--- src/rtl/csync_rx_pkg.sv ---
package csync_rx_pkg;
  localparam int ADDR_W = 2;
  localparam int NFLAG  = 4;
  // flag positions inside the status register
  localparam int F_FULL = 0;
  localparam int F_OVR  = 1;
  localparam int F_FER  = 2;
  localparam int F_PER  = 3;
  // register select codes
  localparam logic [ADDR_W-1:0] A_CTL  = 2'd0;
  localparam logic [ADDR_W-1:0] A_STAT = 2'd1;
  localparam logic [ADDR_W-1:0] A_DATA = 2'd2;
endpackage

--- src/rtl/csync_rx_sync.sv ---
module csync_rx_sync #(
  parameter int STAGES = 2
) (
  input  logic clk,
  input  logic rst_n,
  input  logic ser_clk,
  input  logic ser_dat,
  output logic rise,
  output logic bit_val
);
  logic [STAGES:0]   sck_q, sck_d;
  logic [STAGES-1:0] sdi_q, sdi_d;

  always_comb begin
    sck_d   = {sck_q[STAGES-1:0], ser_clk};
    sdi_d   = {sdi_q[STAGES-2:0], ser_dat};
    rise    = sck_q[STAGES-1] & ~sck_q[STAGES];
    bit_val = sdi_q[STAGES-1];
  end

  always_ff @(posedge clk or negedge rst_n) begin
    if (!rst_n) begin
      sck_q <= '0;
      sdi_q <= '0;
    end else begin
      sck_q <= sck_d;
      sdi_q <= sdi_d;
    end
  end
endmodule

--- src/rtl/csync_rx_shift.sv ---
module csync_rx_shift #(
  parameter int DATA_W = 8
) (
  input  logic              clk,
  input  logic              rst_n,
  input  logic              run,
  input  logic              rise,
  input  logic              bit_val,
  output logic              frame_done,
  output logic [DATA_W-1:0] frame_byte
);
  localparam int CNT_W = $clog2(DATA_W);
  localparam logic [CNT_W-1:0] LAST = CNT_W'(DATA_W - 1);

  logic [CNT_W-1:0]  cnt_q, cnt_d;
  logic [DATA_W-1:0] sr_q, sr_d;
  logic              sr_en;

  always_comb begin
    sr_en      = run & rise;
    sr_d       = {bit_val, sr_q[DATA_W-1:1]};
    frame_byte = sr_d;
    frame_done = sr_en & (cnt_q == LAST);
    if (!run)
      cnt_d = '0;
    else if (rise)
      cnt_d = frame_done ? '0 : cnt_q + CNT_W'(1);
    else
      cnt_d = cnt_q;
  end

  always_ff @(posedge clk or negedge rst_n) begin
    if (!rst_n) cnt_q <= '0;
    else        cnt_q <= cnt_d;
  end

  always_ff @(posedge clk or negedge rst_n) begin
    if (!rst_n)     sr_q <= '0;
    else if (sr_en) sr_q <= sr_d;
  end
endmodule

--- src/rtl/csync_rx_regs.sv ---
module csync_rx_regs
  import csync_rx_pkg::*;
#(
  parameter int DATA_W = 8
) (
  input  logic              clk,
  input  logic              rst_n,
  input  logic              reg_rd,
  input  logic              reg_wr,
  input  logic [ADDR_W-1:0] reg_addr,
  input  logic [DATA_W-1:0] reg_wdata,
  output logic [DATA_W-1:0] reg_rdata,
  input  logic              dma_rd,
  input  logic              frm_err_set,
  input  logic              par_err_set,
  input  logic              frame_done,
  input  logic [DATA_W-1:0] frame_byte,
  output logic              rx_en,
  output logic [NFLAG-1:0]  flags,
  output logic              rx_irq
);
  logic              en_q, ie_q;
  logic [NFLAG-1:0]  flg_q, flg_d, arm_q, arm_d, set_v, clr_v;
  logic [DATA_W-1:0] rdr_q;
  logic              ctl_wr, st_wr, st_rd, rdr_ld;
  logic              unused_wdata_hi;

  assign unused_wdata_hi = ^reg_wdata[DATA_W-1:NFLAG];

  always_comb begin
    ctl_wr = reg_wr & (reg_addr == A_CTL);
    st_wr  = reg_wr & (reg_addr == A_STAT);
    st_rd  = reg_rd & (reg_addr == A_STAT);
    set_v  = {par_err_set, frm_err_set,
              frame_done & flg_q[F_FULL], frame_done & ~flg_q[F_FULL]};
    rdr_ld = set_v[F_FULL];
  end

  for (genvar g = 0; g < NFLAG; g++) begin : g_flag
    if (g == F_FULL) begin : g_dma
      assign clr_v[g] = (st_wr & ~reg_wdata[g] & arm_q[g]) | dma_rd;
    end else begin : g_sw
      assign clr_v[g] = st_wr & ~reg_wdata[g] & arm_q[g];
    end
    assign flg_d[g] = set_v[g] | (flg_q[g] & ~clr_v[g]);
    assign arm_d[g] = flg_d[g] & (arm_q[g] | (st_rd & flg_q[g]));
  end

  always_comb begin
    reg_rdata = '0;
    if (dma_rd)
      reg_rdata = rdr_q;
    else if (reg_rd) begin
      case (reg_addr)
        A_CTL:   reg_rdata = {{(DATA_W-2){1'b0}}, ie_q, en_q};
        A_STAT:  reg_rdata = {{(DATA_W-NFLAG){1'b0}}, flg_q};
        A_DATA:  reg_rdata = rdr_q;
        default: reg_rdata = '0;
      endcase
    end
    rx_en  = en_q;
    flags  = flg_q;
    rx_irq = flg_q[F_FULL] & ie_q;
  end

  always_ff @(posedge clk or negedge rst_n) begin
    if (!rst_n) begin
      en_q <= 1'b0;
      ie_q <= 1'b0;
    end else if (ctl_wr) begin
      en_q <= reg_wdata[0];
      ie_q <= reg_wdata[1];
    end
  end

  always_ff @(posedge clk or negedge rst_n) begin
    if (!rst_n) begin
      flg_q <= '0;
      arm_q <= '0;
    end else begin
      flg_q <= flg_d;
      arm_q <= arm_d;
    end
  end

  always_ff @(posedge clk or negedge rst_n) begin
    if (!rst_n)      rdr_q <= '0;
    else if (rdr_ld) rdr_q <= frame_byte;
  end
endmodule

--- src/rtl/csync_rx.sv ---
module csync_rx
  import csync_rx_pkg::*;
#(
  parameter int DATA_W      = 8,
  parameter int SYNC_STAGES = 2
) (
  input  logic              clk,
  input  logic              rst_n,
  input  logic              ser_clk,
  input  logic              ser_dat,
  input  logic              reg_rd,
  input  logic              reg_wr,
  input  logic [ADDR_W-1:0] reg_addr,
  input  logic [DATA_W-1:0] reg_wdata,
  output logic [DATA_W-1:0] reg_rdata,
  input  logic              dma_rd,
  input  logic              frm_err_set,
  input  logic              par_err_set,
  output logic              rx_irq
);
  logic              rise, bit_val, run, stall, rx_en, frame_done;
  logic [DATA_W-1:0] frame_byte;
  logic [NFLAG-1:0]  flags;

  assign stall = flags[F_OVR] | flags[F_FER] | flags[F_PER];
  assign run   = rx_en & ~stall;

  csync_rx_sync #(.STAGES(SYNC_STAGES)) u_sync (
    .clk(clk), .rst_n(rst_n), .ser_clk(ser_clk), .ser_dat(ser_dat),
    .rise(rise), .bit_val(bit_val)
  );

  csync_rx_shift #(.DATA_W(DATA_W)) u_shift (
    .clk(clk), .rst_n(rst_n), .run(run), .rise(rise), .bit_val(bit_val),
    .frame_done(frame_done), .frame_byte(frame_byte)
  );

  csync_rx_regs #(.DATA_W(DATA_W)) u_regs (
    .clk(clk), .rst_n(rst_n), .reg_rd(reg_rd), .reg_wr(reg_wr),
    .reg_addr(reg_addr), .reg_wdata(reg_wdata), .reg_rdata(reg_rdata),
    .dma_rd(dma_rd), .frm_err_set(frm_err_set), .par_err_set(par_err_set),
    .frame_done(frame_done), .frame_byte(frame_byte),
    .rx_en(rx_en), .flags(flags), .rx_irq(rx_irq)
  );
endmodule

--- config.mk ---
export PLATFORM = sky130hd
export DESIGN_NAME = csync_rx
export DESIGN_NICKNAME = d
export VERILOG_FILES = /design/src/rtl/csync_rx_pkg.sv /design/src/rtl/csync_rx_sync.sv /design/src/rtl/csync_rx_shift.sv /design/src/rtl/csync_rx_regs.sv /design/src/rtl/csync_rx.sv
export SDC_FILE = /design/constraint.sdc
export NUM_CORES = 1
export LEC_CHECK = 0
export CORE_MARGIN = 4
export CORE_UTILIZATION = 40
export DETAILED_ROUTE_END_ITERATION = 8
export PLACE_DENSITY = 0.66
export SYNTH_ARGS = -nofsm -noshare
export SYNTH_HDL_FRONTEND = slang
export SYNTH_HIERARCHICAL = 1
export SYNTH_SLANG_ARGS = --single-unit
--- constraint.sdc ---
create_clock -name clk -period 6.1 [get_ports clk]
set_clock_uncertainty 0.05 [all_clocks]
set_input_delay 1.22 -clock clk [delete_from_list [all_inputs] [get_ports clk]]
set_output_delay 1.22 -clock clk [all_outputs]
set_load 0.01 [all_outputs]
==> results.py <==
metrics = {
    "cts": {
        "cts_resized": 0,
        "cts.path.max_buffers": 2,
        "post_cts_buffers": 0,
        "cts_root_buf": "clkbuf_8",
        "hold_buffers": 0,
        "cts_num_sinks": 33,
        "cts_made_buffers": 5,
        "clkTransAtPathRegs_ps": 60,
        "tritoncts": "built",
        "htree_levels": 2,
        "clock_latency_ps": 280,
    },
    "global_route": {
        "grt_pass1_wl_um": 4540,
        "gr-max-usage-layer": "met2",
        "grt_max_degree": 34,
        "overflow": 0,
        "use_met1": 0.161,
        "grtUsageMet2": 0.213,
        "grt_pass1_vias": 985,
        "antenna_found_initial": 0,
        "met3_usage": 0.0551,
        "grt.total_usage": 0.134,
    },
    "detailed_routing": {
        "wl_per_cell_um": 15.1,
        "totalWireLength_um": 2790,
        "drtIter0Drc": 22,
        "dr_total_vias": 972,
        "ant_nets": 0,
        "drc": 0,
        "vias_per_cell": 5.25,
        "detail_route.first_pass.iterations": 4,
    },
    "placement": {
        "hpwl_um": 1970,
        "gp_congestion": 0.782,
        "dp_cells": 178,
        "portBuffers": 23,
    },
    "critical_path": {
        "cp_slowest_cell": "o21bai_1",
        "arrival_ps": 3170,
        "path_delay_family": "buffers and inverters",
        "path_class": "in2out",
        "end_kind": "primary output",
        "cp_num_buf_inv": 2,
        "crit_path_frequent_cell": "clkdlybuf4s50_1",
        "cp_max_fo": 8,
        "cp_cell_sequence": "clkdlybuf4s50_1 -> o21bai_1 -> a22o_1 -> clkdlybuf4s50_1",
        "max_stage_delay_ps": 610,
        "crit_path_start_kind": "input pin",
        "cp.required_ps": 4830,
    },
    "yosys": {
        "ys_ff_latch": 33,
        "netlist_instances": 111,
        "synthSimpleGateAreaFrac": 0.172,
        "synth_fp_nets": 132,
        "synth_area_per_cell_um2": 13.2,
        "synth_top_family_by_area": "simple AND/OR/NAND/NOR gates",
        "synth.cell_area_mm2": 0.00147,
        "synth_fa_ha_area_frac": 0.0171,
        "synth.area.mux_share": 0.151,
        "ys_warn_count": 6,
        "synth_compound_area_frac": 0.0810,
        "synth_xor_xnor_area_share": 0,
        "yosys.cell_types.count": 30,
        "yosysSeqAreaShare": 0.563,
    },
    "cells_and_area": {
        "antenna_cells": 0,
        "layout.cells.non_filler": 185,
        "multiInputGateArea_um2": 618,
        "synthToLayoutAreaGrowth_pct": 25.6,
        "fillers": 293,
        "final_layout_size_suffix_gt1_frac": 0.230,
        "regArea_um2": 826,
        "layout.nets": 160,
    },
    "timing": {
        "fmax_mhz": 225,
        "worst_slew_pin_slew_ps": 957,
        "fin_setup_tns_ps": 0,
        "finalHoldViolations": 0,
        "rsz0062_at_grt": "false",
        "period_needed_ps": 4440,
        "drv_slew": 0,
        "setup_viol": 0,
        "timing.final.crit_share": 0.729,
        "relSlewSlack": 0.361,
    },
    "status": {
        "status": "finished clean",
    },
    "floorplanning": {
        "coreArea_mm2": 0.00344,
        "die-area_mm2": 0.00470,
        "dieHeight_um": 68.6,
        "ios": 28,
        "num_rows": 21,
        "die_width_um": 68.6,
        "initial_utilization": 0.426,
    },
    "power": {
        "peakVddDrop_v": 0.000150,
        "powerDensity_mw_per_mm2": 254,
        "p_leak_uw": 0.000855,
    },
    "hold_path": {
        "hold_class": "reg2reg",
    },
    "run": {
        "maxCapViolCount": 0,
    },
}
[stage by stage]
step | setup WS [ps] | total power, uW | util | area (um^2) | hold WS [ps]
2_1_floorplan | 2910 | 258 | - | 1470 | 281
3_3_place_gp | 1660 | 278 | 0.505 | 1740 | 284
3_5_place_dp | 1630 | 279 | 0.505 | 1740 | 289
4_1_cts | 1620 | 475 | 0.535 | 1840 | 305
5_1_grt | 1560 | 490 | 0.535 | 1840 | 324
6_report | 1660 | 467 | 0.535 | 1840 | 304
[area by class of cell]
cell class | count | share of cell area
flip-flops and latches | 33 | 0.448
multi-input cells | 75 | 0.335
repair buffers | 24 | 0.129
clock buffers | 5 | 0.0373
well taps | 46 | 0.0312
clock inverters | 2 | 0.0190
[cells in the final DEF, fill, tap and decap left out, drive strengths merged, types with 3 or more instances in the layout]
cell type and n:
clkbuf 5, nand2 9, nor2b 6, mux2 17, nand3b 3, and2 5
clkdlybuf4s50 23, o221ai 3, nand2b 6, dfrtp 33, mux2i 3, o21ai 5
[state kept, by name (all words and copies together) (netlist names)]
register,flops
u_shift/cnt_q,3
u_sync/sdi_q,2
u_regs/rdr_q,8
u_regs/flags,4
u_shift/sr_q,7
u_sync/sck_q,3
u_regs/arm_q,4
u_regs/ie_q,1
u_regs/rx_en,1
[final timing paths]
check,start,to,slack [ps],cells past startpoint
min in group asynchronous,rst_n,u_regs/ie_q$_DFFE_PN0P_,1290,2
max in group asynchronous,rst_n,u_regs/arm_q[2]$_DFF_PN0_,4410,2
min reg2reg,u_sync/sdi_q[0]$_DFF_PN0_,u_sync/sdi_q[1]$_DFF_PN0_,300,0
max reg2reg,u_regs/flags[2]$_DFF_PN0_,u_regs/rdr_q[7]$_DFFE_PN0P_,3420,4
max,reg_addr[0],reg_rdata[2],1660,4
min,u_sync/sdi_q[0]$_DFF_PN0_,u_sync/sdi_q[1]$_DFF_PN0_,300,0
[per-layer routing]
| metal | up-vias | routed length [um] |
|---|---|---|
| met4 | 0 | 48 |
| met5 | - | 0 |
| met1 | 483 | 1230 |
| li1 | 452 | - |
| met3 | 7 | 199 |
| met2 | 30 | 1320 |
[power by group]
| part | switching, uW | total [uW] | internal [uW] |
|---|---|---|---|
| registers | 8.02 | 237 | 229 |
| clock network | 74.2 | 193 | 119 |
| logic | 16.9 | 37.9 | 21.0 |
[Yosys cell counts (all sizes together)]
library cell	count	area share
o2bb2ai	2	0.012
mux2	17	0.13
and2	5	0.021
nor4b	1	0.010
mux2i	3	0.020
o21ai	5	0.017
or3b	2	0.012
ha	2	0.017
nand3	1	0.0034
o31ai	1	0.0051
dfrtp	33	0.56
a21oi	2	0.0068
a22o	2	0.012
nand2	9	0.028
nand2b	6	0.026
nand3b	3	0.024
nor3b	1	0.0051
and3b	1	0.0068
a21o	1	0.0051
nor2b	6	0.031
o221ai	3	0.018
and3	1	0.0051
buf	3	0.016
o21bai	1	0.0051
[cell families after synthesis]
family,Yosys count
buffers and inverters,3
multiplexers,20
AO/OA/AOI/OAI,17
flip-flops,33
AND/OR/NAND/NOR,36
adder cells (fa/ha/maj),2
No activity file was read; power rests on OpenSTA's default activity.
